--- src/rtl/scnirq_pkg.sv ---
package scnirq_pkg;

   // Register operation selected by the low two address bits.
   typedef enum logic [1:0] {
      OP_DISARM  = 2'd0,
      OP_ARM     = 2'd1,
      OP_LOAD_LO = 2'd2,
      OP_LOAD_HI = 2'd3
   } op_e;

   // Decoded CPU command, valid when hit is set.
   typedef struct packed {
      logic hit;
      op_e  op;
   } cmd_t;

endpackage

--- src/rtl/scnirq_decode.sv ---
module scnirq_decode
   import scnirq_pkg::*;
#(
   parameter int unsigned      ADDR_W   = 16,
   parameter logic [ADDR_W-1:0] REG_BASE = 16'hF000
)(
   input  logic              wr_en,
   input  logic [ADDR_W-1:0] wr_addr,
   output cmd_t              cmd
);

   localparam int unsigned SEL_W = 2;

   // The window is aligned to four registers.
   if (REG_BASE[SEL_W-1:0] != '0) begin : g_bad_base
      $error("REG_BASE must be aligned to a four-register window");
   end

   logic in_window;

   always_comb begin
      in_window = (wr_addr[ADDR_W-1:SEL_W] == REG_BASE[ADDR_W-1:SEL_W]);
      cmd.hit   = wr_en && in_window;
      cmd.op    = op_e'(wr_addr[SEL_W-1:0]);
   end

endmodule

--- src/rtl/scnirq_core.sv ---
module scnirq_core
   import scnirq_pkg::*;
#(
   parameter int unsigned CNT_W  = 16,
   parameter int unsigned DATA_W = 8,
   parameter int unsigned STEP   = 123
)(
   input  logic              clk,
   input  logic              rst_n,
   input  cmd_t              cmd,
   input  logic [DATA_W-1:0] wr_data,
   input  logic              line_tick,
   output logic              armed,
   output logic              fire,
   output logic [CNT_W-1:0]  cnt
);

   localparam int unsigned      LANES  = CNT_W / DATA_W;
   localparam logic [CNT_W:0]   STEP_X = (CNT_W+1)'(STEP);
   localparam logic [CNT_W-1:0] STEP_U = CNT_W'(STEP);
   localparam logic [CNT_W-1:0] RELOAD = '1;

   if (LANES != 2 || (LANES * DATA_W) != CNT_W) begin : g_bad_lanes
      $error("CNT_W must be exactly two data bytes wide");
   end
   if (STEP == 0 || STEP >= (2 ** CNT_W)) begin : g_bad_step
      $error("STEP must be non-zero and fit in CNT_W bits");
   end

   logic [CNT_W-1:0] load_val;
   logic [CNT_W:0]   diff;     // one extra bit holds the sign of the result
   logic             spent;
   logic             step_ok;

   // Byte lanes: lane i is written by operation OP_LOAD_LO + i.
   for (genvar i = 0; i < LANES; i++) begin : g_lane
      logic lane_we;
      always_comb begin
         lane_we = cmd.hit && (cmd.op == op_e'(int'(OP_LOAD_LO) + i));
         load_val[i*DATA_W +: DATA_W] = lane_we ? wr_data
                                                : cnt[i*DATA_W +: DATA_W];
      end
   end

   always_comb begin
      diff    = {1'b0, cnt} - STEP_X;
      spent   = diff[CNT_W] || (diff == '0);
      step_ok = line_tick && armed && !cmd.hit;
      fire    = step_ok && spent;
   end

   always_ff @(posedge clk) begin
      if (!rst_n) begin
         cnt   <= '0;
         armed <= 1'b0;
      end else if (cmd.hit) begin
         cnt <= load_val;
         case (cmd.op)
            OP_DISARM: armed <= 1'b0;
            OP_ARM:    armed <= 1'b1;
            default:   armed <= armed;
         endcase
      end else if (step_ok) begin
         if (spent) begin
            cnt   <= RELOAD;
            armed <= 1'b0;
         end else begin
            cnt <= diff[CNT_W-1:0];
         end
      end
   end

   AST_ARM_WRITE: assert property (@(posedge clk) disable iff (!rst_n)
      (cmd.hit && cmd.op == OP_ARM) |=> armed);
   AST_DISARM_WRITE: assert property (@(posedge clk) disable iff (!rst_n)
      (cmd.hit && cmd.op == OP_DISARM) |=> !armed);
   AST_STEP_DOWN: assert property (@(posedge clk) disable iff (!rst_n)
      (line_tick && armed && !cmd.hit && !fire) |=> (cnt == $past(cnt) - STEP_U));
   AST_FIRE_RELOAD: assert property (@(posedge clk) disable iff (!rst_n)
      fire |=> (cnt == RELOAD && !armed));
   AST_IDLE_HOLD: assert property (@(posedge clk) disable iff (!rst_n)
      (line_tick && !armed && !cmd.hit) |=> $stable(cnt));
   AST_QUIET_HOLD: assert property (@(posedge clk) disable iff (!rst_n)
      (!line_tick && !cmd.hit) |=> ($stable(cnt) && $stable(armed)));

endmodule

--- src/rtl/scnirq_flag.sv ---
module scnirq_flag (
   input  logic clk,
   input  logic rst_n,
   input  logic ack,
   input  logic fire,
   output logic irq
);

   always_ff @(posedge clk) begin
      if (!rst_n)    irq <= 1'b0;
      else if (ack)  irq <= 1'b0;
      else if (fire) irq <= 1'b1;
   end

   AST_FIRE_RAISES: assert property (@(posedge clk) disable iff (!rst_n)
      fire |=> irq);
   AST_ACK_CLEARS: assert property (@(posedge clk) disable iff (!rst_n)
      ack |=> !irq);
   AST_IRQ_STICKY: assert property (@(posedge clk) disable iff (!rst_n)
      (irq && !ack) |=> irq);
   AST_IRQ_CAUSE: assert property (@(posedge clk) disable iff (!rst_n)
      $rose(irq) |-> $past(fire));

endmodule

--- src/rtl/scnirq_top.sv ---
module scnirq_top
   import scnirq_pkg::*;
#(
   parameter int unsigned       ADDR_W   = 16,
   parameter int unsigned       DATA_W   = 8,
   parameter int unsigned       CNT_W    = 16,
   parameter int unsigned       STEP     = 123,
   parameter logic [ADDR_W-1:0] REG_BASE = 16'hF000
)(
   input  logic              clk,
   input  logic              rst_n,
   input  logic              wr_en,
   input  logic [ADDR_W-1:0] wr_addr,
   input  logic [DATA_W-1:0] wr_data,
   input  logic              line_tick,
   output logic              irq
);

   if (ADDR_W < 3) begin : g_bad_addr
      $error("ADDR_W too small for the register window");
   end

   cmd_t             cmd;
   logic             armed;
   logic             fire;
   logic [CNT_W-1:0] cnt;

   scnirq_decode #(
      .ADDR_W   (ADDR_W),
      .REG_BASE (REG_BASE)
   ) u_decode (
      .wr_en   (wr_en),
      .wr_addr (wr_addr),
      .cmd     (cmd)
   );

   scnirq_core #(
      .CNT_W  (CNT_W),
      .DATA_W (DATA_W),
      .STEP   (STEP)
   ) u_core (
      .clk       (clk),
      .rst_n     (rst_n),
      .cmd       (cmd),
      .wr_data   (wr_data),
      .line_tick (line_tick),
      .armed     (armed),
      .fire      (fire),
      .cnt       (cnt)
   );

   scnirq_flag u_flag (
      .clk   (clk),
      .rst_n (rst_n),
      .ack   (cmd.hit),
      .fire  (fire),
      .irq   (irq)
   );

   AST_FIRE_DISARMS: assert property (@(posedge clk) disable iff (!rst_n)
      $rose(irq) |-> !armed);
   AST_WRITE_WINS: assert property (@(posedge clk) disable iff (!rst_n)
      (cmd.hit && line_tick) |=> !irq);
   AST_RESET_STATE: assert property (@(posedge clk)
      $past(!rst_n) |-> (!irq && !armed && cnt == '0));

endmodule

--- config.mk ---
export PLATFORM = sky130hd
export DESIGN_NAME = scnirq_top
export DESIGN_NICKNAME = d
export VERILOG_FILES = /design/src/rtl/scnirq_pkg.sv /design/src/rtl/scnirq_decode.sv /design/src/rtl/scnirq_core.sv /design/src/rtl/scnirq_flag.sv /design/src/rtl/scnirq_top.sv
export SDC_FILE = /design/constraint.sdc
export NUM_CORES = 1
export LEC_CHECK = 0
export BUFFER_PORTS_ARGS = -buffer_cell sky130_fd_sc_hd__clkbuf_2
export CAP_MARGIN = 20
export CORE_MARGIN = 4
export CORE_UTILIZATION = 58
export CTS_BUF_LIST = sky130_fd_sc_hd__clkbuf_16
export DETAILED_ROUTE_END_ITERATION = 12
export GPL_TIMING_DRIVEN = 0
export HOLD_SLACK_MARGIN = 0.15
export PLACE_DENSITY = 0.84
export SYNTH_ARGS = -nofsm -noshare
export SYNTH_HDL_FRONTEND = slang
export SYNTH_SLANG_ARGS = --single-unit
--- constraint.sdc ---
create_clock -name clk -period 4.7 [get_ports clk]
set_clock_uncertainty 0.1 [all_clocks]
set_input_delay 0.94 -clock clk [delete_from_list [all_inputs] [get_ports clk]]
set_output_delay 0.94 -clock clk [all_outputs]
set_load 0.01 [all_outputs]
# Yosys cells after proc, flatten, opt, wreduce, memory -nomap -nowiden
# Index checks and enable logic that the tools add are counted.
[classes]
n_mux = 9
add_sub_neg = 1
bitwise = 1
eq_ne = 7
n_reduce_logical = 16
[op_table]
columns = ["op", "count"]
rows = [
  ["2-to-1 mux 16 bit", 3],
  ["logical NOT 17 bit", 1],
  ["subtractor 16 x 7 -> 17 bit (second input constant)", 1],
  ["2-to-1 mux 8 bit", 2],
  ["equality test 14 bit (second input constant)", 1],
  ["logical AND 1 bit", 6],
  ["equality test 2 bit (second input constant)", 2],
  ["!= test 2 bit (second input constant)", 2],
  ["AND reduction 2 bit", 2],
  ["nonzero test 2 bit", 2],
  ["2-to-1 mux 1 bit", 3],
  ["!= test 3 bit (second input constant)", 1],
  ["AND reduction 3 bit", 1],
  ["equality test 2 x 1 -> 1 bit (second input constant)", 1],
  ["logical NOT 2 bit", 1],
  ["case mux 1 bit (2 select lines)", 1],
  ["OR reduction 2 bit", 1],
  ["logical NOT 1 bit", 1],
  ["logical OR 1 bit", 1],
  ["NOT 1 bit", 1],
]
[word_totals]
word_cells = 38
ff_bits = 18
output_inout_bits = 1
inputBits = 28

# Depth between registers and ports, before layout
# Gate-level depths: netlist (run 1).
[logic_depth]
ltp_word = 6
depth_mapped = 9
mapped_depth_nobuf = 8

# Hierarchy
# A second synthesis (run 1) with hierarchy kept.
[unflattened]
hier_cells = 184
area_unflattened_um2 = 1423.9
[modules_own_cells]
columns = ["module", "n_inst", "seq_area_each_um2", "area_per_inst_um2", "cells_each"]
rows = [
  ["scnirq_core", 1, 340.3, 1328.8, 174],
  ["scnirq_decode", 1, 0.0, 58.8, 7],
  ["scnirq_flag", 1, 20.0, 36.3, 3],
]

# Least setup slack after synthesis (run 1)
# No wires, ideal clock.
[synth_path]
path_type = "input port to flip-flop"
startpoint = "input wr_addr[4]"
endpoint = "register u_core.cnt[12]"
cell_stages = 8
path_buffers = 2
required_ps = 4480
slack_ps = 1802
arrival_time_ps = 2679
cell_sequence = "nor4b_1 -> nand4_1 -> or3b_2 -> clkbuf_1 -> nand2b_1 -> buf_2 -> nand2_1 -> o31a_1"
[synth_between]
elab_chain_cells = 6
word_cells_on_any_way = 9
classes_between = "eq/ne: 2; mux: 1; reduce/logical: 6"
[synth_lines]
columns = ["item", "line_no", "source"]
rows = [
  ["start: declaration", "scnirq_top.sv:13", "input logic [ADDR_W-1:0] wr_addr,"],
  ["equality test 14 bit (*)", "scnirq_decode.sv:22", "in_window = (wr_addr[ADDR_W-1:SEL_W] == REG_BASE[ADDR_W-1:SEL_W]);"],
  ["logical AND 1 bit (*)", "scnirq_decode.sv:23", "cmd.hit = wr_en && in_window;"],
  ["logical NOT 1 bit", "scnirq_core.sv:48", "step_ok = line_tick && armed && !cmd.hit;"],
  ["logical AND 1 bit", "scnirq_core.sv:48", ""],
  ["nonzero test 2 bit (no line)", "--", ""],
  ["AND reduction 2 bit (no line)", "--", ""],
  ["end signal: assignment", "scnirq_core.sv:57", "cnt <= load_val;"],
  ["end signal: assignment", "scnirq_core.sv:68", "cnt <= diff[CNT_W-1:0];"],
  ["end: declaration", "scnirq_core.sv:15", "output logic [CNT_W-1:0] cnt"],
]
# Mark *: on every way between the ends. The rest lies on a longest branch, timed or not.
# A chain may end at the register's enable or synchronous reset.

# Worst setup path in the final report (run 1)
# Ends and elaborated chain as after synthesis.

==> results.sh, run 1 <==
export IMPL_multi_input_area_sq_um=895
export IMPL_cts_htree_levels=1
export IMPL_hold_depth=2
export IMPL_dp_hpwl_um=2980
export IMPL_required_ps=4750
export IMPL_run_status="finished clean"
export IMPL_clk_latency_ps=250
export IMPL_nNetsFinal=233
export IMPL_yosysWarnings=0
export IMPL_dp_cells=227
export IMPL_gr_total_overflow=0
export IMPL_p_total_mw=0.352
export IMPL_cts_max_path_buffers=2
export IMPL_gp_congestion=0.925
export IMPL_ys_seq_area_share_pct=26.8
export IMPL_cts_made_buffers=3
export IMPL_die_area_sq_um=3160
export IMPL_first_pass_iters=5
export IMPL_holdWs_ps=398
export IMPL_cts_sinks=18
export IMPL_critPathLaunchType="primary input"
export IMPL_post_route_drc_count=0
export IMPL_min_delay_start="u_core.armed$_SDFFE_PN0P_"
export IMPL_peakVddDrop_mv=0.191
export IMPL_die_w_um=56.2
export IMPL_grt_max_degree=11
export IMPL_antennaDiodeCount=0
export IMPL_r2r_end="u_core.cnt[5]$_SDFFE_PN0P_"
export IMPL_crit_type="primary input to flop"
export IMPL_cts_hold_buf=0
export IMPL_core_sq_um=2210
export IMPL_rows=17
export IMPL_min_to="u_core.armed$_SDFFE_PN0P_"
export IMPL_synth_compound_area_share_pct=32.9
export IMPL_grt_pass1_wl_um=6850
export IMPL_drive_above_1_share_pct=23.6
export IMPL_synthXorXnorAreaFrac_pct=2.60
export IMPL_tightest_slew_ps=582
export IMPL_setup_ws_ps=1590
export IMPL_max_cap_violations=0
export IMPL_hold_path_class="flop to flop"
export IMPL_grt_setup_unrepaired="no"
export IMPL_synth_fa_ha_area_share_pct=0.929
export IMPL_synth_cell_area_sq_um=1350
export IMPL_layout_cells_non_filler=231
export IMPL_viasPerCell=6.74
export IMPL_fin_crit_ps=3110
export IMPL_cts_resized=0
export IMPL_rr_worst_depth=8
export IMPL_synth_async_reset_ratio_pct=0
export IMPL_hold_violations=0
export IMPL_synth_top_cell_area_share_pct=26.8
export IMPL_pin_count=29
export IMPL_arrival_ps=3160
export IMPL_synthSimpleGateAreaFrac_pct=30.0
export IMPL_cellLeakagePower_nw=0.595
export IMPL_yosysTopAreaCell="dfxtp_1"
export IMPL_synthMuxAreaShare_pct=0
export IMPL_grt_usage_pct=27.4
export IMPL_max_freq_mhz=321
export IMPL_synthCells=172
export IMPL_first_global_vias=1501
export IMPL_via_count=1557
export IMPL_io_buffers=27
export IMPL_relSlewSlack_pct=61.0
export IMPL_synthFlopType="dfxtp_1"
export IMPL_synthToLayoutAreaGrowth_pct=18.5
export IMPL_setup_viol=0
export IMPL_post_cts_buffers=0
export IMPL_final_max_slew_viol_count=0
export IMPL_ant_nets=0
export IMPL_synth_edf_count=0
export IMPL_most_common_layout_cells="27 x clkbuf_2, 19 x nor2_1, 18 x dfxtp_1"
export IMPL_r2r_start="u_core.cnt[0]$_SDFFE_PN0P_"
export IMPL_clockRootBuffer="clkbuf_16"
export IMPL_tns_ps=0
export IMPL_layout_commonest_cell="clkbuf_2"
export IMPL_place_ws_ps=1340
export IMPL_avgSynthCellArea_sq_um=7.83
export IMPL_synth_net_count=201
export IMPL_end_kind="flop"
export IMPL_crit_start="wr_addr[4]"
export IMPL_antenna_found_initial=0
export IMPL_regArea_sq_um=360
export IMPL_yosysUniqueCellTypes=57
export IMPL_die_h_um=56.2
export IMPL_initial_utilization_pct=60.9
export IMPL_fin_crit_sh_pct=66.2
export IMPL_r2r_slack_ps=1820
export IMPL_netlist_top_cells_area="dfxtp_1 27%, nor2_1 5.3%, nor3_1 4.1%"
export IMPL_powerDensity_nw_per_um2=221
export IMPL_cts_tree="done"
export IMPL_critPathMaxFanout=10
export IMPL_synth_top_family_by_area="compound AO/OA/AOI/OAI gates"
export IMPL_wl_per_cell_um=17.2
export IMPL_drt_initial_drc_count=92
export IMPL_ys_seq_elements=18
export IMPL_routed_wl_um=3980
export IMPL_clk_pin_slew_ps=60
export IMPL_nFillCells=193
-- layout make-up --
| class | instances | share of cell area [%] |
|---|---|---|
| inverter | 7 | 1.65 |
| clock inverter | 1 | 0.235 |
| tap | 28 | 2.20 |
| clock buffer | 3 | 4.71 |
| multi-input combinational | 135 | 56.1 |
| buffer | 12 | 4.08 |
| sequential | 18 | 22.6 |
| timing repair buffer | 27 | 8.47 |
-- cell families after synthesis --
family	after synthesis
AO/OA/AOI/OAI	57
buffers and inverters	19
adder cells (fa/ha/maj)	1
flip-flops	18
XOR/XNOR	4
AND/OR/NAND/NOR	73
-- metal layers --
layer  global-route usage [%]  wire length [um]  share of wire [%]
met1                     35.3              1570                 39
met2                     42.2              1890                 48
met3                     5.80               385                9.7
met4                     14.9               132                3.3
met5                        0                 0                  0
-- flip-flops by register name (all words and copies together) (netlist names) --
name / flops
u_core.cnt: 16
u_flag.irq: 1
u_core.armed: 1
-- per-stage QoR --
step | cell area (sq um) | utilization (%)
6_report | 1600 | 72.1
5_1_grt | 1600 | 72.1
4_1_cts | 1600 | 72.1
3_5_place_dp | 1520 | 68.6
3_3_place_gp | 1520 | 68.6
2_1_floorplan | 1350 | -
-- synthesized netlist by cell type, types with 3 or more instances --
library cell and n:
xnor2_1 3, o221ai_1 5, nand2b_1 3, inv_1 7
buf_2 4, o22ai_1 3, dfxtp_1 18, clkbuf_1 5
nand3_1 3, a21oi_1 3, nand2_1 9, nor2b_1 4
nand4_1 4, a21boi_0 4, nor2_1 19, o21ai_0 11
nor4_1 5, nor3_1 11, o31a_1 3
-- worst max-delay path by stage --
| stage | end | slack (ps) | cells past startpoint |
|---|---|---|---|
| floorplan | u_core.cnt[12]$_SDFFE_PN0P_ | 1800 | 8 |
| global placement | u_core.cnt[12]$_SDFFE_PN0P_ | 1380 | 9 |
| detailed placement | u_core.cnt[2]$_SDFFE_PN0P_ | 1340 | 10 |
| CTS | u_core.cnt[8]$_SDFFE_PN0P_ | 1600 | 10 |
| global route | u_core.cnt[8]$_SDFFE_PN0P_ | 1290 | 10 |
| finish | u_core.cnt[12]$_SDFFE_PN0P_ | 1590 | 9 |
-- worst max-delay path, stage by stage --
cell and delay (ps):
clkbuf_2 80, nor4b_1 290, nand4_1 310, or3b_2 530
clkbuf_1 190, nand2b_1 100, buf_2 210, nand2_1 190
o31a_1 310
-- power breakdown --
group	internal (mW)	switching (mW)	total [mW]
clock network	0.114	0.0657	0.179
logic	0.0108	0.00978	0.0206
registers	0.153	0.00000323	0.153
(Power assumes the default switching activity.)
==> run 2, diff against run 1 <==
--- a/config.mk
+++ b/config.mk
@@ -5,15 +5,16 @@
 export SDC_FILE = /design/constraint.sdc
 export NUM_CORES = 1
 export LEC_CHECK = 0
+export ABC_AREA = 1
 export BUFFER_PORTS_ARGS = -buffer_cell sky130_fd_sc_hd__clkbuf_2
 export CAP_MARGIN = 20
 export CORE_MARGIN = 4
-export CORE_UTILIZATION = 58
+export CORE_UTILIZATION = 55
 export CTS_BUF_LIST = sky130_fd_sc_hd__clkbuf_16
 export DETAILED_ROUTE_END_ITERATION = 12
 export GPL_TIMING_DRIVEN = 0
 export HOLD_SLACK_MARGIN = 0.15
-export PLACE_DENSITY = 0.84
+export PLACE_DENSITY = 0.8
 export SYNTH_ARGS = -nofsm -noshare
 export SYNTH_HDL_FRONTEND = slang
 export SYNTH_SLANG_ARGS = --single-unit
==> constraint.sdc (replaced) <==
create_clock -name clk -period 2.9 [get_ports clk]
set_clock_uncertainty 0.1 [all_clocks]
set_input_delay 0.58 -clock clk [delete_from_list [all_inputs] [get_ports clk]]
set_output_delay 0.58 -clock clk [all_outputs]
set_load 0.01 [all_outputs]
==> run 2 against run 1 <==
  * The flow now finishes with violations (DRC)
  * Die area rose by 13%
  * Critical path depth did not move
  * Sequential power rose by 61%
  * Clock power rose by 58%
  * Sequential cell count did not move
  * Combinational power rose by 29%
  * Largest cell class unchanged
  * Setup slack got worse by 930 ps
  * Area after synthesis rose by 9.7%
  * Non-clock buffer count fell by 6
==> results.sh, run 2 <==
export IMPL_p_clk_share_pct=50.8
export IMPL_rows=18
export IMPL_grt_usage_pct=23.9
export IMPL_gp_congestion=0.833
export IMPL_run_status="finished, violations left"
export IMPL_synthCells=248
export IMPL_antenna_found_initial=0
export IMPL_r2r_start="u_core.cnt[0]$_SDFFE_PN0P_"
export IMPL_crit_type="primary input to flop"
export IMPL_synth_async_reset_ratio_pct=0
export IMPL_dp_cells=306
export IMPL_multi_input_area_sq_um=958
export IMPL_hold_path_class="flop to flop"
export IMPL_cts_sinks=18
export IMPL_via_count=1643
export IMPL_largest_reg_flops=16
export IMPL_end_kind="flop"
export IMPL_post_route_drc_count=1
export IMPL_required_ps=2940
export IMPL_p_sw_share_pct=19.8
export IMPL_synthMuxAreaShare_pct=0
export IMPL_fin_crit_ps=2240
export IMPL_die_area_sq_um=3580
export IMPL_die_w_um=59.8
export IMPL_synthFlopType="dfxtp_1"
export IMPL_min_delay_start="u_core.armed$_SDFFE_PN0P_"
export IMPL_cellLeakagePower_nw=1.04
export IMPL_synth_common_cells="67 x nand2_1, 35 x nor2_1, 28 x inv_1, 28 x nand3_1, 18 x dfxtp_1"
export IMPL_place_ws_ps=426
export IMPL_synth_top_family_by_area="simple AND/OR/NAND/NOR gates"
export IMPL_synth_fa_ha_area_share_pct=0.847
export IMPL_critPathMaxFanout=9
export IMPL_drt_initial_drc_count=66
export IMPL_fin_area_sq_um=1730
export IMPL_nFillCells=221
export IMPL_die_h_um=59.8
export IMPL_viasPerCell=5.30
export IMPL_grt_pass1_wl_um=6620
export IMPL_powerDensity_nw_per_um2=321
export IMPL_cts_tree="done"
export IMPL_r2r_slack_ps=700
export IMPL_antennaDiodeCount=0
export IMPL_critPathSlowestCell="nand3_1"
export IMPL_yosysTopAreaCell="dfxtp_1"
export IMPL_critPathCapture="u_core.cnt[11]$_SDFFE_PN0P_"
export IMPL_synth_edf_count=0
export IMPL_max_cap_violations=0
export IMPL_ant_nets=0
export IMPL_regArea_sq_um=360
export IMPL_gr_total_overflow=0
export IMPL_hold_violations=0
export IMPL_combPwrFrac_pct=4.8
export IMPL_routed_wl_um=3780
export IMPL_clockRootBuffer="clkbuf_16"
export IMPL_layout_commonest_cell="nand2_1"
export IMPL_ys_seq_elements=18
export IMPL_critPathLaunchType="primary input"
export IMPL_cts_resized=0
export IMPL_tns_ps=0
export IMPL_drive_above_1_share_pct=19.6
export IMPL_synth_cell_area_sq_um=1480
export IMPL_r2r_end="u_core.cnt[7]$_SDFFE_PN0P_"
export IMPL_synth_top_cell_area_share_pct=24.4
export IMPL_post_cts_buffers=0
export IMPL_max_freq_mhz=446
export IMPL_setup_ws_ps=657
export IMPL_tightest_slew_ps=445
export IMPL_yosysMostFrequentCell="nand2_1"
export IMPL_nNetsFinal=310
export IMPL_slowest_delay_ps=380
export IMPL_peakVddDrop_mv=0.542
export IMPL_place_area_sq_um=1650
export IMPL_crit_cells=9
export IMPL_largestRegisters="u_core.cnt (16), u_core.armed (1), u_flag.irq (1)"
export IMPL_layout_cells_non_filler=310
export IMPL_crit_start="wr_addr[7]"
export IMPL_netSwitchingPower_mw=0.110
export IMPL_cp_buffers_inverters=3
export IMPL_synthXorXnorAreaFrac_pct=2.37
export IMPL_wl_per_cell_um=12.2
export IMPL_rr_worst_depth=10
export IMPL_synth_compound_area_share_pct=12.0
export IMPL_yosysWarnings=0
export IMPL_grt_max_degree=11
export IMPL_path_cells="clkbuf_2 -> nor4_1 -> nand3_1 -> inv_1 -> nand3_1 -> nand2_1 -> inv_1 -> nor2_1 -> a21oi_1"
export IMPL_cts_max_path_buffers=2
export IMPL_yosysUniqueCellTypes=25
export IMPL_first_pass_iters=9
export IMPL_core_sq_um=2520
export IMPL_avgSynthCellArea_sq_um=5.95
export IMPL_fin_crit_sh_pct=77.3
export IMPL_violations="DRC"
export IMPL_ys_seq_area_share_pct=24.4
export IMPL_setup_viol=0
export IMPL_clk_pin_slew_ps=50
export IMPL_initial_utilization_pct=58.5
export IMPL_relSlewSlack_pct=70.2
export IMPL_grt_setup_unrepaired="no"
export IMPL_top_register="u_core.cnt"
export IMPL_cts_htree_levels=1
export IMPL_io_buffers=28
export IMPL_cts_made_buffers=3
export IMPL_first_global_vias=1542
export IMPL_dp_hpwl_um=2890
export IMPL_most_common_layout_cells="67 x nand2_1, 35 x nor2_1, 28 x inv_1, 28 x nand3_1, 28 x clkbuf_2"
export IMPL_crit_family="simple AND/OR/NAND/NOR gates"
export IMPL_power_internal_mw=0.446
export IMPL_arrival_ps=2280
export IMPL_cts_hold_buf=0
export IMPL_synthToLayoutAreaGrowth_pct=17.4
export IMPL_netlist_top_cells_area="dfxtp_1 24%, nand2_1 17%, nand3_1 9.5%"
export IMPL_seqPwrFrac_pct=44.4
export IMPL_clk_latency_ps=250
export IMPL_final_core_util_pct=68.7
export IMPL_final_max_slew_viol_count=0
export IMPL_pin_count=29
export IMPL_synth_net_count=277
export IMPL_synthSimpleGateAreaFrac_pct=49.7
[run 2: changes by cell type in the layout (fill, tap and decap cells not counted), moves of 5 or more]
cell,delta
a21oi_1,+14
inv_1,+21
nand2_1,+58
nand3_1,+25
nor2_1,+16
nor2_2,+6
nor3_1,-11
o21ai_0,+6
o221ai_1,-5
[run 2: worst min-delay path, delay by kind of cell (launching register included)]
kind               cells  cell delay (ps)
and+or+nand+nor        1               60
DFF                    1              310
AOI/OAI and AO/OA      1               50
[run 2: cell type report]
class | instances | share of cell area (%)
multi-input cells | 195 | 55.3
flip-flops and latches | 18 | 20.8
repair buffers | 28 | 8.09
inverters | 30 | 6.50
clock buffers | 3 | 4.33
plain buffers | 5 | 2.60
well taps | 30 | 2.17
clock inverters | 1 | 0.217
[run 2: metrics by stage]
step / total power, mW / hold WS [ps]
after global routing: 0.579 / 396
after CTS: 0.558 / 364
after global placement: 0.279 / 352
after detailed placement: 0.279 / 356
after floorplan: 0.259 / 338
final: 0.557 / 362
[run 2: cell families after synthesis]
family / count (synthesis)
adders and majority gates: 1
and+or+nand+nor: 155
AOI/OAI and AO/OA: 35
DFF: 18
buffers and inverters: 35
xor gates and xnor gates: 4
[run 2: worst min-delay path by stage]
stage / end / slack [ps] / depth (start not counted)
finish: u_core.armed$_SDFFE_PN0P_ / 360 / 2
global route: u_core.armed$_SDFFE_PN0P_ / 400 / 2
CTS: u_core.armed$_SDFFE_PN0P_ / 360 / 2
detailed placement: u_core.armed$_SDFFE_PN0P_ / 360 / 2
global placement: u_core.armed$_SDFFE_PN0P_ / 350 / 2
floorplan: u_core.armed$_SDFFE_PN0P_ / 340 / 2
[run 2: power by group through the flow]
| stage | clock network, mW | logic, mW | registers, mW |
|---|---|---|---|
| after floorplan | 0 | 0.00615 | 0.253 |
| after global placement | 0 | 0.0260 | 0.253 |
| after detailed placement | 0 | 0.0266 | 0.253 |
| after CTS | 0.284 | 0.0266 | 0.247 |
| after global routing | 0.301 | 0.0305 | 0.247 |
| final | 0.283 | 0.0265 | 0.247 |
[run 2: per-layer routing]
metal | global-route usage, % | wire (um) | vias to the layer above
met5 | 0 | 0 | -
met4 | 5.70 | 57 | 0
met3 | 6.26 | 312 | 6
met2 | 39.2 | 1740 | 65
met1 | 31.2 | 1660 | 715
li1 | - | - | 857
